===== config.mk =====
export PLATFORM = sky130hd
export DESIGN_NAME = an_resolve_top
export DESIGN_NICKNAME = d
export VERILOG_FILES = /design/src/rtl/an_pkg.sv /design/src/rtl/an_run_matcher.sv /design/src/rtl/an_prio_pick.sv /design/src/rtl/an_resolve_top.sv
export SDC_FILE = /design/constraint.sdc
export NUM_CORES = 1
export LEC_CHECK = 0
export BUFFER_PORTS_ARGS = -buffer_cell sky130_fd_sc_hd__clkbuf_2
export CAP_MARGIN = 10
export CORE_MARGIN = 4
export CORE_UTILIZATION = 45
export DETAILED_ROUTE_END_ITERATION = 10
export PLACE_DENSITY = 0.76
export RECOVER_POWER = 25
export SYNTH_ARGS = -nofsm -noshare
export SYNTH_HDL_FRONTEND = slang
export SYNTH_SLANG_ARGS = --single-unit

===== constraint.sdc =====
create_clock -name clk -period 2.6 [get_ports clk]
set_input_delay 0.26 -clock clk [delete_from_list [all_inputs] [get_ports clk]]
set_output_delay 0.26 -clock clk [all_outputs]
set_load 0.05 [all_outputs]

===== src/rtl/an_pkg.sv =====
package an_pkg;
  typedef enum logic [2:0] {
    ST_OFF,
    ST_RUN1,
    ST_RUN2,
    ST_DONE,
    ST_NOMATCH
  } an_state_t;
endpackage


===== src/rtl/an_run_matcher.sv =====
module an_run_matcher #(
  parameter int WORD_W  = 16,
  parameter int ACK_BIT = 14,
  parameter int MATCH_N = 3
) (
  input  logic              clk,
  input  logic              rst,
  input  logic              clr,
  input  logic              cw_valid,
  input  logic [WORD_W-1:0] cw_data,
  output logic              hit,
  output logic [WORD_W-1:0] hit_word
);
  localparam int CNT_W = $clog2(MATCH_N + 1);
  localparam logic [WORD_W-1:0] ACK_MASK =
    ~({{(WORD_W-1){1'b0}}, 1'b1} << ACK_BIT);

  logic [WORD_W-1:0] last_q;
  logic [CNT_W-1:0]  cnt_q;
  logic [CNT_W-1:0]  cnt_nx;
  logic              same;

  assign same = (cnt_q != '0) && ((cw_data & ACK_MASK) == (last_q & ACK_MASK));

  always_comb begin
    cnt_nx = same ? cnt_q + CNT_W'(1) : CNT_W'(1);
  end

  always_ff @(posedge clk) begin
    if (rst || clr) begin
      cnt_q    <= '0;
      last_q   <= '0;
      hit      <= 1'b0;
      hit_word <= '0;
    end else begin
      hit <= 1'b0;
      if (cw_valid) begin
        last_q <= cw_data;
        if (cnt_nx == CNT_W'(MATCH_N)) begin
          cnt_q    <= '0;
          hit      <= 1'b1;
          hit_word <= cw_data;
        end else begin
          cnt_q <= cnt_nx;
        end
      end
    end
  end

  // a completed run is always caused by a strobe on the previous edge
  p_hit_from_strobe_r3: assert property (@(posedge clk) disable iff (rst)
    hit |-> $past(cw_valid));
  // the run length never exceeds the match length
  p_run_bound_r2: assert property (@(posedge clk) disable iff (rst)
    cnt_q < CNT_W'(MATCH_N));
endmodule


===== src/rtl/an_prio_pick.sv =====
module an_prio_pick #(
  parameter int ABIL_N = 4
) (
  input  logic [ABIL_N-1:0] local_abil,
  input  logic [ABIL_N-1:0] peer_abil,
  output logic              found,
  output logic              speed100,
  output logic              full
);
  localparam int IDX_W = $clog2(ABIL_N);

  logic [ABIL_N-1:0] common;
  logic [IDX_W-1:0]  idx;

  assign common = local_abil & peer_abil;

  always_comb begin
    found = 1'b0;
    idx   = '0;
    for (int i = 0; i < ABIL_N; i++) begin
      if (common[i]) begin
        found = 1'b1;
        idx   = IDX_W'(i);
      end
    end
    speed100 = found && (idx >= IDX_W'(ABIL_N / 2));
    full     = found && idx[0];
  end
endmodule


===== src/rtl/an_resolve_top.sv =====
module an_resolve_top #(
  parameter int WORD_W   = 16,
  parameter int ACK_BIT  = 14,
  parameter int MATCH_N  = 3,
  parameter int ABIL_LSB = 5,
  parameter int ABIL_N   = 4
) (
  input  logic              clk,
  input  logic              rst,
  input  logic              an_enable,
  input  logic              an_restart,
  input  logic              link_lost,
  input  logic              fiber_mode,
  input  logic [WORD_W-1:0] local_adv,
  input  logic              cw_valid,
  input  logic [WORD_W-1:0] cw_data,
  input  logic              pd_tx_idle,
  input  logic              pd_nlp,
  output logic              res_speed100,
  output logic              res_full,
  output logic              an_done,
  output logic              no_common,
  output logic [WORD_W-1:0] partner_word
);
  import an_pkg::*;

  an_state_t         state_q;
  logic              hold;
  logic              restart;
  logic              collecting;
  logic              m_clr;
  logic              m_hit;
  logic [WORD_W-1:0] m_word;
  logic              p_found;
  logic              p_speed;
  logic              p_full;

  assign hold       = !an_enable || fiber_mode;
  assign restart    = an_restart || link_lost;
  assign collecting = (state_q == ST_RUN1) || (state_q == ST_RUN2);
  assign m_clr      = hold || restart || !collecting;

  an_run_matcher #(
    .WORD_W (WORD_W),
    .ACK_BIT(ACK_BIT),
    .MATCH_N(MATCH_N)
  ) u_match (
    .clk     (clk),
    .rst     (rst),
    .clr     (m_clr),
    .cw_valid(cw_valid),
    .cw_data (cw_data),
    .hit     (m_hit),
    .hit_word(m_word)
  );

  an_prio_pick #(
    .ABIL_N(ABIL_N)
  ) u_pick (
    .local_abil(local_adv[ABIL_LSB +: ABIL_N]),
    .peer_abil (m_word[ABIL_LSB +: ABIL_N]),
    .found     (p_found),
    .speed100  (p_speed),
    .full      (p_full)
  );

  always_ff @(posedge clk) begin
    if (rst || hold || restart) begin
      state_q      <= (rst || hold) ? ST_OFF : ST_RUN1;
      res_speed100 <= 1'b0;
      res_full     <= 1'b0;
      an_done      <= 1'b0;
      no_common    <= 1'b0;
      partner_word <= '0;
    end else begin
      case (state_q)
        ST_OFF: state_q <= ST_RUN1;
        ST_RUN1, ST_RUN2: begin
          if (m_hit) begin
            partner_word <= m_word;
            if (state_q == ST_RUN1) begin
              state_q <= ST_RUN2;
            end else if (p_found) begin
              state_q      <= ST_DONE;
              an_done      <= 1'b1;
              res_speed100 <= p_speed;
              res_full     <= p_full;
            end else begin
              state_q   <= ST_NOMATCH;
              no_common <= 1'b1;
            end
          end else if (pd_tx_idle || pd_nlp) begin
            state_q      <= ST_DONE;
            an_done      <= 1'b1;
            res_speed100 <= pd_tx_idle;
            res_full     <= 1'b0;
          end
        end
        default: state_q <= state_q;
      endcase
    end
  end

  // held off in fiber mode or when disabled
  p_hold_clears_r9: assert property (@(posedge clk) disable iff (rst)
    (fiber_mode || !an_enable) |=> (!an_done && !no_common && partner_word == '0));
  // restart or link loss empties the result
  p_restart_clears_r8: assert property (@(posedge clk) disable iff (rst)
    (an_restart || link_lost) |=> (!an_done && partner_word == '0));
  // done and no-common never coexist, and no mode is reported without a match
  p_excl_r6: assert property (@(posedge clk) disable iff (rst)
    no_common |-> (!an_done && !res_speed100 && !res_full));
  // a resolved mode holds until restart
  p_done_holds_r10: assert property (@(posedge clk) disable iff (rst)
    (an_done && !an_restart && !link_lost && an_enable && !fiber_mode)
      |=> (an_done && $stable(res_speed100) && $stable(res_full)
           && $stable(partner_word)));
  // parallel detection never yields full duplex from idle state
  p_pd_half_r7: assert property (@(posedge clk) disable iff (rst)
    ($rose(an_done) && $stable(partner_word) && $past(state_q) == ST_RUN1)
      |-> !res_full);
endmodule


==> impl_metrics.py, run 1 <==
metrics = {
    "clock_tree": {
        "cts_tree": "yes",
        "worstSkewPairLatency_ns": 0.34,
        "htreeDepth": 3,
        "cts_hold_buf": 0,
        "clockBufferDepth": 2,
        "cts_root_buf": "clkbuf_8",
        "cts_setup_buffers": 0,
        "cts.sinks": 57,
        "cts_resized": 0,
        "clk_pin_slew_ns": 0.07,
        "numCtsBuffers": 9,
    },
    "run": {
        "cap_violations": 0,
    },
    "power": {
        "clockPowerShare_pct": 47.6,
        "p_leak_nw": 1.01,
        "netSwitchingFraction_pct": 21.8,
        "seq_power_share_pct": 47.9,
        "internal_power_mw": 1.44,
        "p_comb_share_pct": 4.6,
        "power.switching_uw": 401,
        "worst_ir_drop_vdd_v": 0.000305,
        "power_density_mw_per_mm2": 628,
    },
    "sta": {
        "skew_ns": 0.00493,
        "drv_slew": 0,
        "final_hold_viol_count": 0,
        "finalCriticalPeriod_ns": 2.21,
        "tightest_slew_ns": 0.595,
        "setup_viol": 0,
        "hold_ws_ns": 0.154,
        "timing.final.crit_share_pct": 85.0,
        "grt_setup_unrepaired": "no",
        "max_freq_ghz": 0.453,
        "max-slew-margin-rel_pct": 60.3,
        "setup_tns_ns": 0,
    },
    "drt": {
        "viasPerCell": 4.93,
        "drt-met1-wl_um": 2490,
        "drt_wl_total_um": 5080,
        "drtIter0Drc": 99,
        "num_vias": 1938,
        "route.top_layer_used": "met4",
        "wl_met2_um": 2160,
        "ant_nets": 0,
        "wl_met3_um": 280,
        "avgRoutedWirePerCell_um": 12.9,
        "drtPass1Iterations": 4,
        "drc_errors": 0,
    },
    "layout": {
        "layout.nets": 360,
        "num_antenna_cells": 0,
        "syn2layout_area_growth_pct": 18.9,
        "drive_gt1_share_pct": 18.9,
        "mostFrequentLayoutCells": "68 x nand2_1, 54 x dfxtp_1, 32 x mux2i_1, 28 x clkbuf_2, 22 x nor2_1",
        "layout_commonest_cell": "nand2_1",
    },
    "grt": {
        "grt_antenna_before_repair": 0,
        "grt_pass1_vias": 1878,
        "grt_max_degree": 35,
        "grt.overflow.total": 0,
        "track_usage_pct": 17.0,
        "grt_pass1_wl_um": 8480,
    },
    "synthesis": {
        "ys_ff_latch": 57,
        "syn_area_per_cell_um2": 9.18,
        "ys_warn_count": 0,
        "seq_area_frac_synth_pct": 47.4,
        "ys_types": 36,
        "syn-num-nets": 311,
        "syn_inst": 269,
        "syn_area_mm2": 0.00247,
    },
    "critical_path": {
        "cp_max_fo": 16,
        "critPathLaunchType": "register",
        "end_kind": "register",
        "required_ns": 2.87,
        "cp_slowest_stage_delay_ns": 0.44,
        "worst_path_max_delay_cell": "or4_4",
        "crit_chain": "inv_1 -> ha_1 -> nor2b_1 -> nand4_1 -> or4_4 -> nor3b_2 -> buf_4 -> mux2i_1",
        "crit_type": "register to register",
        "worstPathArrival_ns": 2.47,
    },
    "floorplanning": {
        "die_h_um": 82.1,
        "num_rows": 26,
        "die-area_mm2": 0.00673,
        "core_mm2": 0.00520,
        "die_x_um": 82.1,
        "ios": 61,
        "initial_utilization_pct": 47.4,
    },
    "placement": {
        "dp_hpwl_um": 3750,
        "portBuffers": 48,
        "gp_congestion": 0.793,
    },
    "worst_hold_path": {
        "hp-class": "input pin to register",
    },
    "outcome": {
        "status": "finished clean",
    },
}
==> sequential cells by signal (all words and copies together) (netlist names) <==
name,cells
an_done,1
no_common,1
u_match.hit,1
res_full,1
partner_word,16
state_q,3
u_match.last_q,15
u_match.cnt_q,2
res_speed100,1
u_match.hit_word,16
==> power by group through the flow <==
stage	clock (mW)	sequential, mW	combinational [mW]
2_1_floorplan	0	0.901	0.0449
3_3_place_gp	0	0.901	0.0837
3_5_place_dp	0	0.901	0.0842
4_1_cts	0.894	0.882	0.0847
5_1_grt	0.930	0.881	0.0923
6_report	0.876	0.882	0.0842
==> cell usage after synthesis <==
cell	n	area share (%)
a22o_1	2	0.71
mux2i_1	32	13
inv_1	3	0.46
buf_12	1	0.81
xnor2_1	12	4.3
and2_1	2	0.51
nor2b_1	1	0.25
or4_4	1	0.46
nand2b_1	2	0.51
nand3_1	1	0.20
buf_2	4	0.81
dfxtp_1	54	44
o221a_2	1	0.46
o21bai_1	1	0.30
or2_2	2	0.51
clkbuf_1	7	1.1
edfxtp_1	3	3.6
a211o_1	1	0.35
ha_1	1	0.51
a31oi_1	1	0.25
nor4b_1	1	0.35
mux2_2	1	0.46
nor3b_2	1	0.51
or3b_2	2	0.71
nor2_1	23	3.5
maj3_1	1	0.41
buf_4	1	0.30
buf_6	1	0.46
nand4_1	8	2.0
a21oi_1	20	4.1
o21ai_0	1	0.20
nor4_1	1	0.25
a32oi_1	1	0.35
xnor2_2	4	2.6
nand2_1	68	10
nor3_1	3	0.61
==> metrics by stage <==
step	area (µm²)	util [%]	power [mW]	instances	setup WS, ns
2_1_floorplan	2470	-	0.946	269	0.605
3_3_place_gp	2740	52.7	0.985	377	0.495
3_5_place_dp	2740	52.7	0.986	377	0.380
4_1_cts	2960	56.9	1.86	393	0.361
5_1_grt	2930	56.4	1.90	393	0.221
6_report	2930	56.4	1.84	393	0.391
==> area by class of cell <==
cell class | instances | area (µm²)
fillers | 501 | 2270
repair buffers | 52 | 245
clock buffers | 12 | 165
multi-input cells | 195 | 1200
clock inverters | 4 | 50.0
well taps | 70 | 87.6
inverters | 3 | 11.3
flip-flops and latches | 57 | 1170
==> per-layer routing <==
| layer | up-vias | track usage [%] |
|---|---|---|
| met1 | 869 | 21.8 |
| li1 | 1005 | - |
| met3 | 14 | 4.50 |
| met4 | 0 | 10.8 |
| met5 | - | 0 |
| met2 | 50 | 25.2 |
==> kinds of logic (layout without fill, tap and decap cells) <==
family	after synthesis	in the layout	share of synthesized area, %
flip-flops	57	57	47.4
buffers and inverters	17	71	3.90
adder cells (fa/ha/maj)	2	2	0.912
XOR/XNOR	16	16	6.89
AND/OR/NAND/NOR	116	116	20.7
AO/OA/AOI/OAI	28	28	6.69
multiplexers	33	33	13.4
==> critical path, delay by kind of cell, from the launching register on <==
kind	cells	cell delay, ns
AND/OR/NAND/NOR	4	0.88
flip-flops	1	0.43
buffers and inverters	2	0.38
adder cells (fa/ha/maj)	1	0.22
multiplexers	1	0.22
==> final timing paths <==
check	startpoint	to	slack [ns]	cells past startpoint
setup / recovery	u_match.cnt_q[0]$_SDFFE_PP0P_	u_match.hit_word[10]$_SDFFE_PP0P_	0.39	8
setup reg to reg	u_match.cnt_q[0]$_SDFFE_PP0P_	u_match.hit_word[10]$_SDFFE_PP0P_	0.39	8
hold / removal	cw_data[14]	u_match.hit_word[14]$_SDFFE_PP0P_	0.15	3
hold reg to reg	partner_word[6]$_SDFFE_PN0P_	partner_word[6]$_SDFFE_PN0P_	0.45	2
(Power assumes the default switching activity.)
==> run 2: changes to the inputs <==
Settings changed: PLACE_DENSITY 0.76 to 0.79.
Clock period 2.6 ns to 2 ns, I/O delays scaled along.
==> run 2 against run 1 <==
Net effect:
- sequential power rose by 30%
- via count rose by 3.4%
- clock skew rose by 0.0039 ns
- utilization rose by 2.0 points
- global-route usage rose by 1.0 points
- largest power group unchanged
- sequential share of layout area fell by 1.2 points
- hold slack got worse by 0.045 ns
- final cell count rose by 1.5%
- critical path type unchanged
- final area rose by 3.5%
- routed wire length rose by 5.6%
- register-to-register slack got worse by 0.36 ns
- die area did not move
==> impl_metrics.py, run 2 (synthesis results as in run 1) <==
metrics = {
    "clock_tree": {
        "clockBufferDepth": 2,
        "htreeDepth": 3,
        "cts_hold_buf": 0,
        "cts_tree": "yes",
        "numCtsBuffers": 9,
        "cts_root_buf": "clkbuf_8",
        "worstSkewPairLatency_ns": 0.34,
        "cts.sinks": 57,
        "clk_pin_slew_ns": 0.07,
    },
    "layout": {
        "mostFrequentLayoutCells": "68 x nand2_1, 50 x dfxtp_1, 32 x clkbuf_2, 31 x mux2i_1, 22 x nor2_1",
        "num_antenna_cells": 0,
        "largest_registers": "partner_word x16, u_match.hit_word x16, u_match.last_q x15",
        "postLayoutCoreUtil_pct": 58.4,
        "layout_commonest_cell": "nand2_1",
        "drive_gt1_share_pct": 24.9,
        "fillers": 462,
        "syn2layout_area_growth_pct": 23.1,
        "layout.nets": 366,
        "stdcell_count": 399,
    },
    "critical_path": {
        "cp_max_fo": 8,
        "worstPathArrival_ns": 2.24,
        "end_kind": "register",
        "critPathLaunchType": "register",
        "crit_type": "register to register",
        "required_ns": 2.27,
        "r2r_slack_ns": 0.03,
    },
    "sta": {
        "drv_slew": 0,
        "max-slew-margin-rel_pct": 59.7,
        "tightest_slew_ns": 0.607,
        "finalCriticalPeriod_ns": 1.97,
        "hold_ws_ns": 0.109,
        "final_hold_viol_count": 0,
        "setup_viol": 0,
        "setup_tns_ns": 0,
        "grt_setup_unrepaired": "yes",
        "skew_ns": 0.00879,
        "max_freq_ghz": 0.507,
        "timing.final.crit_share_pct": 98.6,
    },
    "power": {
        "clockPowerShare_pct": 45.4,
        "worst_ir_drop_vdd_v": 0.000648,
        "internal_power_mw": 1.81,
        "finalPower_mw": 2.31,
        "netSwitchingFraction_pct": 21.8,
        "p_leak_nw": 1.08,
        "power.switching_uw": 504,
        "power_density_mw_per_mm2": 760,
        "p_comb_share_pct": 4.9,
        "seq_power_share_pct": 49.6,
    },
    "outcome": {
        "status": "finished clean",
    },
    "drt": {
        "drt_wl_total_um": 5360,
        "viasPerCell": 5.02,
        "avgRoutedWirePerCell_um": 13.4,
        "drtPass1Iterations": 4,
        "num_vias": 2003,
        "ant_nets": 0,
        "drc_errors": 0,
        "drtIter0Drc": 94,
    },
    "floorplanning": {
        "die-area_mm2": 0.00673,
        "num_rows": 26,
        "ios": 61,
        "die_h_um": 82.1,
        "die_x_um": 82.1,
        "initial_utilization_pct": 47.4,
        "core_mm2": 0.00520,
    },
    "grt": {
        "grt_pass1_wl_um": 8960,
        "grt_antenna_before_repair": 0,
        "grt_max_degree": 35,
        "grt_pass1_vias": 2027,
        "grt.overflow.total": 0,
        "track_usage_pct": 18.0,
    },
    "placement": {
        "gp_congestion": 0.770,
        "portBuffers": 48,
        "dp_hpwl_um": 3760,
        "dp_cells": 379,
    },
    "worst_hold_path": {
        "hp-class": "input pin to register",
    },
    "run": {
        "cap_violations": 0,
    },
}
run 2: changes by cell type in the layout (fill, tap and decap cells not counted), moves of 3 or more:
cell | previous run | this run
xnor2_1 | 12 | 9
dfxtp_2 | 0 | 4
clkbuf_2 | 28 | 32
dfxtp_1 | 54 | 50
xnor2_2 | 4 | 7
clkbuf_1 | 20 | 17
buf_4 | 4 | 7
run 2: area by class of cell:
cell class	count	area, µm²	share of cell area [%]
tap	70	87.6	2.88
multi-input combinational	195	1250	41.2
sequential	57	1180	38.7
clock buffer	11	141	4.65
clock inverter	5	55.1	1.81
inverter	3	11.3	0.371
timing repair buffer	58	315	10.4
run 2: power groups by stage:
stage	clock network (mW)	logic, mW	registers (mW)
2_1_floorplan	0	0.0583	1.17
3_3_place_gp	0	0.109	1.17
3_5_place_dp	0	0.109	1.17
4_1_cts	1.07	0.110	1.15
5_1_grt	1.13	0.124	1.15
6_report	1.05	0.113	1.15
run 2: path summary, 6_finish.rpt:
check                                                   start                                 to  depth (start not counted)
worst max-delay path            u_match.cnt_q[0]$_SDFFE_PP0P_  u_match.hit_word[11]$_SDFFE_PP0P_                          8
worst min-delay path                              cw_data[14]  u_match.hit_word[14]$_SDFFE_PP0P_                          3
worst max register to register  u_match.cnt_q[0]$_SDFFE_PP0P_  u_match.hit_word[11]$_SDFFE_PP0P_                          8
worst min register to register           an_done$_SDFFE_PN0P_               an_done$_SDFFE_PN0P_                          2
run 2: stage by stage:
| step | worst slack [ns] | area, µm² |
|---|---|---|
| global placement | 0.0566 | 2780 |
| detailed placement | -0.0221 | 2780 |
| finish | 0.0287 | 3040 |
| floorplan | 0.00545 | 2470 |
| CTS | -0.00528 | 3060 |
| global route | -0.0487 | 3040 |
run 2: worst max-delay path: stages, from the launching register on:
cell and delay (ns):
dfxtp_2 0.33, inv_2 0.04, ha_4 0.15, nor2b_2 0.13, nand4_1 0.11, or4_4 0.46, nor3b_4 0.26, buf_6 0.20
mux2i_1 0.22
run 2: what timing repair did:
item	4_1_cts	5_1_grt
setup endpoints to repair	16	16
pin swaps	3	5
buffers inserted	4	1
endpoints found under the hold margin	0	0
gates resized for setup	9	8
gates cloned	1	0
run 2: routing by layer:
layer | GRT usage, % | routed length, µm | vias to the layer above
met3 | 7.57 | 317 | 11
met5 | 0 | 0 | -
met1 | 20.9 | 2460 | 917
li1 | - | - | 1020
met2 | 28.5 | 2480 | 55
met4 | 8.80 | 109 | 0
